[src/rtl/rsm_pkg.sv]
// Package: shared types and constants of the reset sequence manager.
// Assumes: nothing beyond IEEE 1800-2017.
package rsm_pkg;

    typedef enum logic [1:0] {
        ST_IDLE   = 2'd0,
        ST_ACTIVE = 2'd1,
        ST_DELAY  = 2'd2,
        ST_FETCH  = 2'd3
    } rsm_state_e;

    // Bit positions in the cause register
    localparam int CAUSE_EXT = 0;
    localparam int CAUSE_LVD = 1;
    localparam int CAUSE_WDG = 2;
    localparam int CAUSE_W   = 3;

endpackage

[src/rtl/rsm_pin_filter.sv]
// Module: rsm_pin_filter
// Synchronizes the reset pin readback and qualifies a low level as an
// external request once it has been seen for FILT_CYC consecutive edges.
// Readback made low by the block's own drive is masked, including the
// two cycles the synchronizer still shows low after the drive stops.
// Assumes: clk is always on; self_drive comes from registered state.
module rsm_pin_filter #(
    parameter int FILT_CYC = 4
) (
    input  logic clk,
    input  logic rst_n,
    input  logic pin_in,
    input  logic self_drive,
    output logic pin_low_s,
    output logic ext_fire
);
    localparam int FW = $clog2(FILT_CYC + 1);
    localparam logic [FW-1:0] FIRE_AT = FW'(FILT_CYC - 1);
    localparam logic [FW-1:0] FULL    = FW'(FILT_CYC);

    logic          sync1, sync2;
    logic [1:0]    drv_hist;
    logic [FW-1:0] low_cnt;
    logic          qual_low;

    // Two-flop synchronizer on the pin readback
    always_ff @(posedge clk) begin
        if (!rst_n) begin
            sync1 <= 1'b1;
            sync2 <= 1'b1;
        end else begin
            sync1 <= pin_in;
            sync2 <= sync1;
        end
    end

    // History of the own drive, covering the synchronizer latency
    always_ff @(posedge clk) begin
        if (!rst_n) drv_hist <= 2'b00;
        else        drv_hist <= {drv_hist[0], self_drive};
    end

    assign pin_low_s = ~sync2;
    assign qual_low  = pin_low_s & ~self_drive & ~(|drv_hist);

    // Consecutive-low counter, saturating at FILT_CYC
    always_ff @(posedge clk) begin
        if (!rst_n)              low_cnt <= '0;
        else if (!qual_low)      low_cnt <= '0;
        else if (low_cnt != FULL) low_cnt <= low_cnt + 1'b1;
    end

    assign ext_fire = qual_low && (low_cnt == FIRE_AT);

    // One recognition per low span
    p_single_fire_r5: assert property (@(posedge clk) disable iff (!rst_n)
        ext_fire |=> !ext_fire);

    // A recognised request never follows directly on the block's own drive
    p_no_self_trigger_r8: assert property (@(posedge clk) disable iff (!rst_n)
        self_drive |=> !ext_fire);

endmodule

[src/rtl/rsm_sequencer.sv]
// Module: rsm_sequencer
// Phase controller: active phase (internal pulse or external hold),
// stabilization delay of selectable length, then two vector fetch cycles.
// Any request restarts from the active phase.
// Assumes: int_req is synchronous to clk; long_sel is static.
module rsm_sequencer
    import rsm_pkg::*;
#(
    parameter int          ACT_CYC   = 4,
    parameter int          DLY_SHORT = 256,
    parameter int          DLY_LONG  = 4096,
    parameter int          AW        = 16,
    parameter logic [15:0] VEC_BASE  = 16'hFFFE
) (
    input  logic          clk,
    input  logic          rst_n,
    input  logic          ext_fire,
    input  logic          int_req,
    input  logic          pin_low_s,
    input  logic          long_sel,
    output logic          pin_drive_low,
    output logic          core_rst_n,
    output logic          fetch_valid,
    output logic [AW-1:0] fetch_addr
);
    localparam int ACW = $clog2(ACT_CYC + 1);
    localparam int DW  = $clog2(DLY_LONG + 1);
    localparam logic [ACW-1:0] ACT_LOAD = ACW'(ACT_CYC - 1);
    localparam logic [DW-1:0]  LOAD_S   = DW'(DLY_SHORT - 1);
    localparam logic [DW-1:0]  LOAD_L   = DW'(DLY_LONG - 1);
    localparam logic [AW-1:0]  VEC_LO   = AW'(VEC_BASE);

    rsm_state_e     state;
    logic           from_ext;
    logic [ACW-1:0] act_cnt;
    logic [DW-1:0]  dly_cnt;
    logic           beat;
    logic           any_req;
    logic [DW-1:0]  dly_load;

    assign any_req  = ext_fire | int_req;
    assign dly_load = long_sel ? LOAD_L : LOAD_S;

    // Phase state machine with counters
    always_ff @(posedge clk) begin
        if (!rst_n) begin
            state    <= ST_IDLE;
            from_ext <= 1'b0;
            act_cnt  <= '0;
            dly_cnt  <= '0;
            beat     <= 1'b0;
        end else if (any_req) begin
            state    <= ST_ACTIVE;
            from_ext <= ext_fire & ~int_req;
            act_cnt  <= ACT_LOAD;
        end else begin
            case (state)
                ST_ACTIVE: begin
                    if (from_ext) begin
                        if (!pin_low_s) begin
                            state   <= ST_DELAY;
                            dly_cnt <= dly_load;
                        end
                    end else if (act_cnt == '0) begin
                        state   <= ST_DELAY;
                        dly_cnt <= dly_load;
                    end else begin
                        act_cnt <= act_cnt - 1'b1;
                    end
                end
                ST_DELAY: begin
                    if (dly_cnt == '0) begin
                        state <= ST_FETCH;
                        beat  <= 1'b0;
                    end else begin
                        dly_cnt <= dly_cnt - 1'b1;
                    end
                end
                ST_FETCH: begin
                    if (!beat) beat  <= 1'b1;
                    else       state <= ST_IDLE;
                end
                default: state <= ST_IDLE;
            endcase
        end
    end

    // Output decode from registered state
    always_comb begin
        pin_drive_low = (state == ST_DELAY) || (state == ST_ACTIVE && !from_ext);
        core_rst_n    = !(state == ST_ACTIVE || state == ST_DELAY);
        fetch_valid   = (state == ST_FETCH);
        fetch_addr    = {VEC_LO[AW-1:1], beat};
    end

    // Entering the delay loads the length chosen by the option bit
    p_delay_load_r3: assert property (@(posedge clk) disable iff (!rst_n)
        $rose(state == ST_DELAY) |-> dly_cnt == dly_load);

    // The delay counter steps down by one each cycle
    p_delay_step_r3: assert property (@(posedge clk) disable iff (!rst_n)
        (state == ST_DELAY && dly_cnt != '0 && !any_req) |=>
        (state == ST_DELAY && dly_cnt == $past(dly_cnt) - 1'b1));

    // The core is held while the pin is driven
    p_core_held_r2: assert property (@(posedge clk) disable iff (!rst_n)
        pin_drive_low |-> !core_rst_n);

    // The first fetch cycle is followed by the second vector address
    p_fetch_pair_r4: assert property (@(posedge clk) disable iff (!rst_n)
        (fetch_valid && fetch_addr == VEC_LO && !any_req) |=>
        (fetch_valid && fetch_addr == (VEC_LO | AW'(1))));

    // A request always restarts into the active phase
    p_restart_r7: assert property (@(posedge clk) disable iff (!rst_n)
        any_req |=> (state == ST_ACTIVE && !fetch_valid));

endmodule

[src/rtl/rsm_cause_reg.sv]
// Module: rsm_cause_reg
// Sticky record of reset sources. A new event wins over a clear in the
// same cycle. The reset sequence does not clear it; only rst_n and
// status_clr do.
// Assumes: source strobes are synchronous to clk.
module rsm_cause_reg
    import rsm_pkg::*;
(
    input  logic               clk,
    input  logic               rst_n,
    input  logic               ext_evt,
    input  logic               lvd_evt,
    input  logic               wdg_evt,
    input  logic               status_clr,
    output logic [CAUSE_W-1:0] cause
);
    logic [CAUSE_W-1:0] set_vec;

    // Gather the per-source strobes into bit positions
    always_comb begin
        set_vec            = '0;
        set_vec[CAUSE_EXT] = ext_evt;
        set_vec[CAUSE_LVD] = lvd_evt;
        set_vec[CAUSE_WDG] = wdg_evt;
    end

    // Sticky accumulate with software clear
    always_ff @(posedge clk) begin
        if (!rst_n) cause <= '0;
        else        cause <= (status_clr ? '0 : cause) | set_vec;
    end

    // Bits stay set until a clear
    p_cause_sticky_r9: assert property (@(posedge clk) disable iff (!rst_n)
        !status_clr |=> ((cause & $past(cause)) == $past(cause)));

endmodule

[src/rtl/rst_seq_mgr.sv]
// Module: rst_seq_mgr (top)
// Merges external pin, low-voltage and watchdog requests into one
// reset sequence, drives the open-drain pin and the core reset, and
// presents the vector fetch addresses.
// Assumes: clk is an always-on clock; lvd_req and wdg_req are synchronous.
module rst_seq_mgr
    import rsm_pkg::*;
#(
    parameter int          FILT_CYC  = 4,
    parameter int          ACT_CYC   = 4,
    parameter int          DLY_SHORT = 256,
    parameter int          DLY_LONG  = 4096,
    parameter int          AW        = 16,
    parameter logic [15:0] VEC_BASE  = 16'hFFFE
) (
    input  logic          clk,
    input  logic          rst_n,
    input  logic          pin_in,
    input  logic          lvd_req,
    input  logic          wdg_req,
    input  logic          long_delay_sel,
    input  logic          status_clr,
    output logic          pin_drive_low,
    output logic          core_rst_n,
    output logic          fetch_valid,
    output logic [AW-1:0] fetch_addr,
    output logic [CAUSE_W-1:0] reset_cause
);
    logic pin_low_s;
    logic ext_fire;

    rsm_pin_filter #(.FILT_CYC(FILT_CYC)) u_filter (
        .clk        (clk),
        .rst_n      (rst_n),
        .pin_in     (pin_in),
        .self_drive (pin_drive_low),
        .pin_low_s  (pin_low_s),
        .ext_fire   (ext_fire)
    );

    rsm_sequencer #(
        .ACT_CYC   (ACT_CYC),
        .DLY_SHORT (DLY_SHORT),
        .DLY_LONG  (DLY_LONG),
        .AW        (AW),
        .VEC_BASE  (VEC_BASE)
    ) u_seq (
        .clk           (clk),
        .rst_n         (rst_n),
        .ext_fire      (ext_fire),
        .int_req       (lvd_req | wdg_req),
        .pin_low_s     (pin_low_s),
        .long_sel      (long_delay_sel),
        .pin_drive_low (pin_drive_low),
        .core_rst_n    (core_rst_n),
        .fetch_valid   (fetch_valid),
        .fetch_addr    (fetch_addr)
    );

    rsm_cause_reg u_cause (
        .clk        (clk),
        .rst_n      (rst_n),
        .ext_evt    (ext_fire),
        .lvd_evt    (lvd_req),
        .wdg_evt    (wdg_req),
        .status_clr (status_clr),
        .cause      (reset_cause)
    );

    // A source strobe shows in the cause register one edge later
    p_cause_capture_r1: assert property (@(posedge clk) disable iff (!rst_n)
        (wdg_req || lvd_req) |=> (reset_cause[CAUSE_WDG] || reset_cause[CAUSE_LVD]));

endmodule

[config.mk]
export PLATFORM = sky130hd
export DESIGN_NAME = rst_seq_mgr
export DESIGN_NICKNAME = d
export VERILOG_FILES = /design/src/rtl/rsm_pkg.sv /design/src/rtl/rsm_pin_filter.sv /design/src/rtl/rsm_sequencer.sv /design/src/rtl/rsm_cause_reg.sv /design/src/rtl/rst_seq_mgr.sv
export SDC_FILE = /design/constraint.sdc
export NUM_CORES = 1
export LEC_CHECK = 0
export ABC_AREA = 1
export BUFFER_PORTS_ARGS = -buffer_cell sky130_fd_sc_hd__buf_4
export CORE_MARGIN = 3
export CORE_UTILIZATION = 56
export DETAILED_ROUTE_END_ITERATION = 10
export GPL_ROUTABILITY_DRIVEN = 0
export PLACE_DENSITY_LB_ADDON = 0.08
export SETUP_SLACK_MARGIN = 0.3
export SLEW_MARGIN = 10
export SYNTH_ARGS = -nofsm -noshare
export SYNTH_HDL_FRONTEND = slang
export SYNTH_SLANG_ARGS = --single-unit
[constraint.sdc]
create_clock -name clk -period 1.8 [get_ports clk]
set_input_delay 0.36 -clock clk [delete_from_list [all_inputs] [get_ports clk]]
set_output_delay 0.36 -clock clk [all_outputs]
set_load 0.01 [all_outputs]
# Word-level counts from Yosys, hierarchy flattened
# Index checks and enable logic that the tools add are counted.
[word_totals]
reg_bits = 30
latchBits = 0
ram_bits = 0
romBits = 0
output_inout_bits = 22
memories = 0
[classes]
n_addsub = 3
mul = 0
div_mod_pow = 0
n_lt_le_gt_ge = 0
n_eq_ne = 16
shift = 0
n_mux = 20
n_bitwise = 14
n_reduce_logical = 20
[ops]
columns = ["cell", "count"]
rows = [
  ["13-bit two-way mux", 4],
  ["13-bit case mux with 2 select lines", 1],
  ["2-bit two-way mux", 9],
  ["13-bit logical NOT", 1],
  ["13-bit by 1-bit subtractor with 13-bit output (second input constant)", 1],
  ["12-bit two-way mux", 1],
  ["3-bit by 1-bit inequality test with 1-bit output (second input constant)", 3],
  ["3-bit AND reduction", 3],
  ["1-bit inverter", 8],
  ["4-bit AND reduction", 2],
  ["2-bit by 1-bit inequality test with 1-bit output (second input constant)", 3],
  ["3-bit inequality test (second input constant)", 2],
  ["2-bit case mux with 3 select lines", 1],
  ["2-bit nonzero test", 3],
  ["5-bit AND reduction", 1],
  ["2-bit == test (second input constant)", 2],
  ["2-bit inequality test (second input constant)", 2],
  ["4-bit by 1-bit inequality test with 1-bit output (second input constant)", 1],
  ["4-bit inequality test (second input constant)", 1],
  ["2-bit OR reduction", 2],
  ["3-bit by 1-bit adder with 3-bit output (second input constant)", 1],
  ["1-bit AND", 3],
  ["3-bit by 2-bit == test with 1-bit output (second input constant)", 1],
  ["3-bit logical NOT", 1],
  ["other kinds (11)", 16],
]

# Longest topological paths before layout
[depth]
word_depth = 10
ltp_mapped = 11

# Cells and area by module
# Synthesis repeated with hierarchy kept, for this count alone.
[unflattened]
cells_unflattened = 261
area_unflattened_um2 = 1754.2
[modules_own_cells]
columns = ["mod", "n_inst", "cells_per_inst", "area_per_inst_um2", "seq_area_each_um2"]
rows = [
  ["rsm_sequencer", 1, 206, 1343.8, 400.4],
  ["rsm_pin_filter", 1, 38, 294.0, 140.1],
  ["rsm_cause_reg", 1, 14, 105.1, 60.1],
  ["rst_seq_mgr", 1, 3, 11.3, 0.0],
]

# Worst setup path after synthesis
# OpenSTA, ideal clock, no wires.
[synth_timing]
path_kind = "register -> register"
startpoint = "reg u_seq.state[0]"
endpoint = "reg u_seq.dly_cnt[10]"
setup_ns = 0.112
t_arrival_ns = 1.434
slack_ns = 0.255
stages_incl_launch_ff = 12
path_buffers = 0
period_less_slack_ns = 1.545
path_cell_list = "dfxtp_1 -> inv_1 -> ha_1 -> inv_2 -> nand2_2 -> nor2_4 -> nand2_2 -> nand3_1 -> nor2_2 -> nand2_1 -> nor2_1 -> nor2_1"
[synth_via]
elab_chain_cells = 10
word_cells_on_any_way = 16
[synth_rtl]
columns = ["item", "line", "rtl"]
rows = [
  ["start: declaration", "rsm_sequencer.sv:33", "rsm_state_e state;"],
  ["start signal: assignment", "rsm_sequencer.sv:47", "state <= ST_IDLE;"],
  ["start signal: assignment", "rsm_sequencer.sv:53", "state <= ST_ACTIVE;"],
  ["start signal: assignment", "rsm_sequencer.sv:61", "state <= ST_DELAY;"],
  ["2-bit by 1-bit == test with 1-bit output", "rsm_sequencer.sv:90", "pin_drive_low = (state == ST_DELAY) || (state == ST_ACTIVE && !from_ext);"],
  ["1-bit logical AND", "rsm_sequencer.sv:90", ""],
  ["1-bit logical OR *", "rsm_sequencer.sv:90", ""],
  ["net pin_drive_low", "rst_seq_mgr.sv:23", "output logic pin_drive_low,"],
  ["1-bit inverter *", "rsm_pin_filter.sv:44", "assign qual_low = pin_low_s & ~self_drive & ~(|drv_hist);"],
  ["1-bit AND * (2 in series)", "rsm_pin_filter.sv:44", ""],
  ["1-bit logical AND *", "rsm_pin_filter.sv:53", "assign ext_fire = qual_low && (low_cnt == FIRE_AT);"],
  ["1-bit OR *", "rsm_sequencer.sv:41", "assign any_req = ext_fire | int_req;"],
  ["1-bit inverter (no line) *", "n/a", ""],
  ["5-bit AND reduction (no line) *", "n/a", ""],
  ["end signal: assignment", "rsm_sequencer.sv:62", "dly_cnt <= dly_load;"],
  ["end signal: assignment", "rsm_sequencer.sv:66", "dly_cnt <= dly_load;"],
  ["end signal: assignment", "rsm_sequencer.sv:76", "dly_cnt <= dly_cnt - 1'b1;"],
  ["end: declaration", "rsm_sequencer.sv:36", "logic [DW-1:0] dly_cnt;"],
]
# The timed path passes the listed nets; every way through them passes the cells marked *.
# A chain may end at the register's enable or synchronous reset.

# Worst setup path after layout
[layout_timing]
startpoint = "reg u_seq.state[1]"
endpoint = "reg u_seq.dly_cnt[11]"
[layout_via]
elab_chain_cells = 10
word_cells_on_any_way = 16
[layout_rtl]
columns = ["item", "line"]
rows = [
  ["2-bit by 1-bit == test with 1-bit output", "rsm_sequencer.sv:57, rsm_sequencer.sv:90"],
  ["1-bit logical AND", "rsm_sequencer.sv:90"],
  ["1-bit logical OR", "rsm_sequencer.sv:90"],
  ["1-bit inverter", "rsm_pin_filter.sv:44"],
  ["1-bit AND (2 in series)", "rsm_pin_filter.sv:44"],
  ["1-bit logical AND", "rsm_pin_filter.sv:53"],
  ["1-bit OR", "rsm_sequencer.sv:41"],
  ["1-bit inverter (no line)", "n/a"],
  ["5-bit AND reduction (no line)", "n/a"],
]
# Parallel ways exist; a longest one is shown, timed or not.

==> out/qor_table.md <==
| Result | Reported | Unit |
|---|---|---|
| Type of the worst setup path | reg2reg | - |
| Number of top-level pins | 29 | - |
| Status | finished clean | - |
| Cell chosen for the clock root | clkbuf_4 | - |
| Final hold vios | 0 | - |
| Wire length of the first global-routing pass | 7070 | um |
| Number of routed nets with antenna violations | 0 | - |
| Internal Dissipation | 1.34 | mW |
| Max_cap viols | 0 | - |
| Via count normalized by instance count | 5.08 | - |
| Tightest Hold Check Type | in2reg | - |
| CP startpoint kind | flip-flop | - |
| Most frequently used cell type in the post-synthesis netlist | nand2_1 | - |
| Pin count of the biggest net entering global routing | 14 | - |
| Detailed Route Iter0 Violations | 90 | - |
| Biggest area contributors in the synthesized netlist | dfxtp_1 (32%), nand2_1 (12%), ha_1 (6.7%) | - |
| Site row count | 20 | - |
| Sum of net half-perimeters after detailed placement | 2750 | um |
| EDFF count, synth | 0 | - |
| Cell area power density | 789 | nW/um2 |
| Share of the synthesized area in the top cell type | 32.0 | % |
| Portion of the post-synthesis area used by sequential elements | 32.0 | % |
| Share of total power consumed by net switching | 29.8 | % |
| Post-layout nets | 318 | - |
| TritonCTS clock tree | built | - |
| Leakage power | 1.09 | nW |
| Core box area | 3130 | um2 |
| Type of destination of the critical path | flip-flop | - |
| Sw Pwr | 567 | uW |
| Inserted Diodes | 0 | - |
| Worst-path cell with the longest stage delay | dfxtp_4 | - |
| DR WL/cell | 13.4 | um |
| Total via count after detailed routing | 1757 | - |
| Die W | 63.9 | um |
| Buffer and inverter count on the worst path | 1 | - |
| Initial antenna violation count | 0 | - |
| Initial cell density of the core | 59.9 | % |
| Post-Layout Inst Area | 2410 | um2 |
| Detailed Routing Iterations Pass 1 | 4 | - |
| Number of fillers in the final layout | 226 | - |
| Clock Pin Slew Worst Setup and Hold Paths | 0.11 | ns |
| Maximum level of the CTS H-tree | 2 | - |
| Most frequent cells after synthesis | nand2_1 (60), inv_1 (33), nor2_1 (33) | - |
| Yosys top cell by area | dfxtp_1 | - |
| CTS max path bufs | 2 | - |
| Overall die area | 4080 | um2 |
| Final wirelength | 4650 | um |
| Total placed instance area | 1970 | um2 |
| Netlist Area Pre-Place | 1870 | um2 |
| Number of clock sinks seen by CTS | 30 | - |
| Setup repair after global routing missed its margin | true | - |
| Period Utilization, post-route | 89.6 | % |
| Remaining DRCs | 0 | - |
| Fraction of power consumed by the clock network | 38.4 | % |
| Combinational cell fraction of total power | 23.6 | % |
| Worst path most repeated cell | nand2_4 | - |
| Cell-by-cell listing of the critical path | inv_4 > ha_4 > nand2_4 > nand2_4 > nor2_4 > nand2_4 > nand3_2 > nor2_4 > nand2_2 > nor2_1 > nor2_1 | - |
| CTS buffer count | 5 | - |
| Number of distinct standard cells referenced by the synthesized netlist | 26 | - |
| Share of synthesized registers carrying an async set or reset | 0 | % |
| Worst-Skew Late Latency | 0.35 | ns |
| Count of final setup violators | 0 | - |
| Part of the power in registers | 38.0 | % |
| Main synth FF type | dfxtp_1 | - |
| Number of global-route vias before repair | 1653 | - |
| Max rail drop VDD | 714 | uV |
| Worst-path fanout max | 4 | - |
| Cells after Synth | 270 | - |
| Number of buffers added on ports | 13 | - |
| Total count of max-transition violations in the final report | 0 | - |
| Biggest cell delay along the critical path | 0.38 | ns |
| Clock period minus final worst setup slack | 1.61 | ns |
| Proportion of layout cells with a drive suffix above 1 | 36.1 | % |
| Family with the most delay on the worst path | simple AND/OR/NAND/NOR gates | - |
| Number of storage elements in the synthesis netlist | 30 | - |
| Chip Height | 63.9 | um |
| Maximum clock skew at final layout | 0.0126 | ns |
| Fmax | 620 | MHz |
| Yosys warns | 0 | - |
| Post-synthesis to final-layout area growth | 28.8 | % |
| Overall global routing resource usage | 22.2 | % |
| GRT Residual Overflow | 0 | - |
| Data required time at the worst endpoint | 2.04 | ns |
| Crit path arrival time | 1.85 | ns |
| Summed negative setup slack over all endpoints | 0 | ns |
| Avg Inst Size Synth | 6.94 | um2 |
-- power by group through the flow --
stage / clock network (mW) / logic, mW / registers (mW)
after floorplan: 0 / 0.298 / 0.729
after global placement: 0 / 0.347 / 0.733
after detailed placement: 0 / 0.349 / 0.733
after CTS: 0.728 / 0.380 / 0.719
after global routing: 0.772 / 0.495 / 0.727
final: 0.731 / 0.450 / 0.723
-- state kept, by name, indices dropped and copies added (netlist names) --
| name | count |
|---|---|
| u_seq.dly_cnt | 13 |
| u_cause.cause | 3 |
| u_filter.low_cnt | 3 |
| u_seq.act_cnt | 3 |
| u_filter.drv_hist | 2 |
| u_seq.state | 2 |
| u_filter.sync1 | 1 |
| u_filter.sync2 | 1 |
| u_seq.beat | 1 |
| u_seq.from_ext | 1 |
-- area by class of cell --
class	instances	area (um2)	area share, %
Inverter	34	138	5.70
Tap cell	44	55.1	2.28
Sequential cell	30	612	25.3
Timing Repair Buffer	30	240	9.95
Clock buffer	6	51.3	2.12
Multi-Input combinational cell	200	1260	52.1
Clock inverter	2	60.1	2.49
-- cells in the final DEF, fill, tap and decap left out, types with 7 or more instances in the layout --
cell,instances
nand3_1,13
nor2_2,7
dfxtp_1,25
ha_1,7
conb_1,15
nand2_1,47
a21oi_1,11
nand3_2,7
buf_4,26
nand2_2,16
nor2_1,28
a21oi_2,11
inv_1,30
-- logic make-up after synthesis --
group	share of synthesized area, %
xor+xnor	0.935
other cells	0.200
buf+inv	14.6
simple gates	34.0
compound gates	11.5
fa+ha+maj	6.68
flops	32.0
-- per-stage QoR --
stage / hold slack (ns) / setup WS (ns) / power [mW] / utilization (%) / std cells
2_1_floorplan: 0.393 / 0.312 / 1.03 / - / 284
3_3_place_gp: 0.395 / 0.133 / 1.08 / 63.1 / 325
3_5_place_dp: 0.399 / 0.0770 / 1.08 / 63.1 / 325
4_1_cts: 0.195 / 0.213 / 1.83 / 70.4 / 339
5_1_grt: 0.171 / 0.113 / 1.99 / 77.2 / 346
6_report: 0.190 / 0.187 / 1.90 / 77.2 / 346
-- worst reg2reg max path, cell delays in order, from the launching register on --
cell and delay, ns:
dfxtp_4 0.38, inv_4 0.07, ha_4 0.17, nand2_4 0.07
nand2_4 0.09, nor2_4 0.06, nand2_4 0.10, nand3_2 0.10
nor2_4 0.14, nand2_2 0.12, nor2_1 0.14, nor2_1 0.06
-- layer usage --
metal | GRT usage (%) | routed length [um]
met1 | 26.4 | 1980
met2 | 35.6 | 2240
met3 | 7.38 | 319
met4 | 10.8 | 110
met5 | 0 | 0
-- path summary, 6_finish.rpt --
path                                      from           endpoint  slack (ns)  cells past startpoint
worst max-delay path            u_seq.state[1]  u_seq.dly_cnt[11]        0.19                     11
worst min-delay path                    pin_in     u_filter.sync1        0.19                      2
worst max register to register  u_seq.state[1]  u_seq.dly_cnt[11]        0.19                     11
worst min register to register  u_filter.sync1     u_filter.sync2        0.43                      1
-- timing repair --
item                                    4_1_cts  5_1_grt
buffers inserted                              5        7
hold buffers                                  0        0
cloned                                        1        0
endpoints found under the setup margin       19       21
pin swaps                                     3       21
resized for setup                            19       48
(Power assumes the default switching activity.)
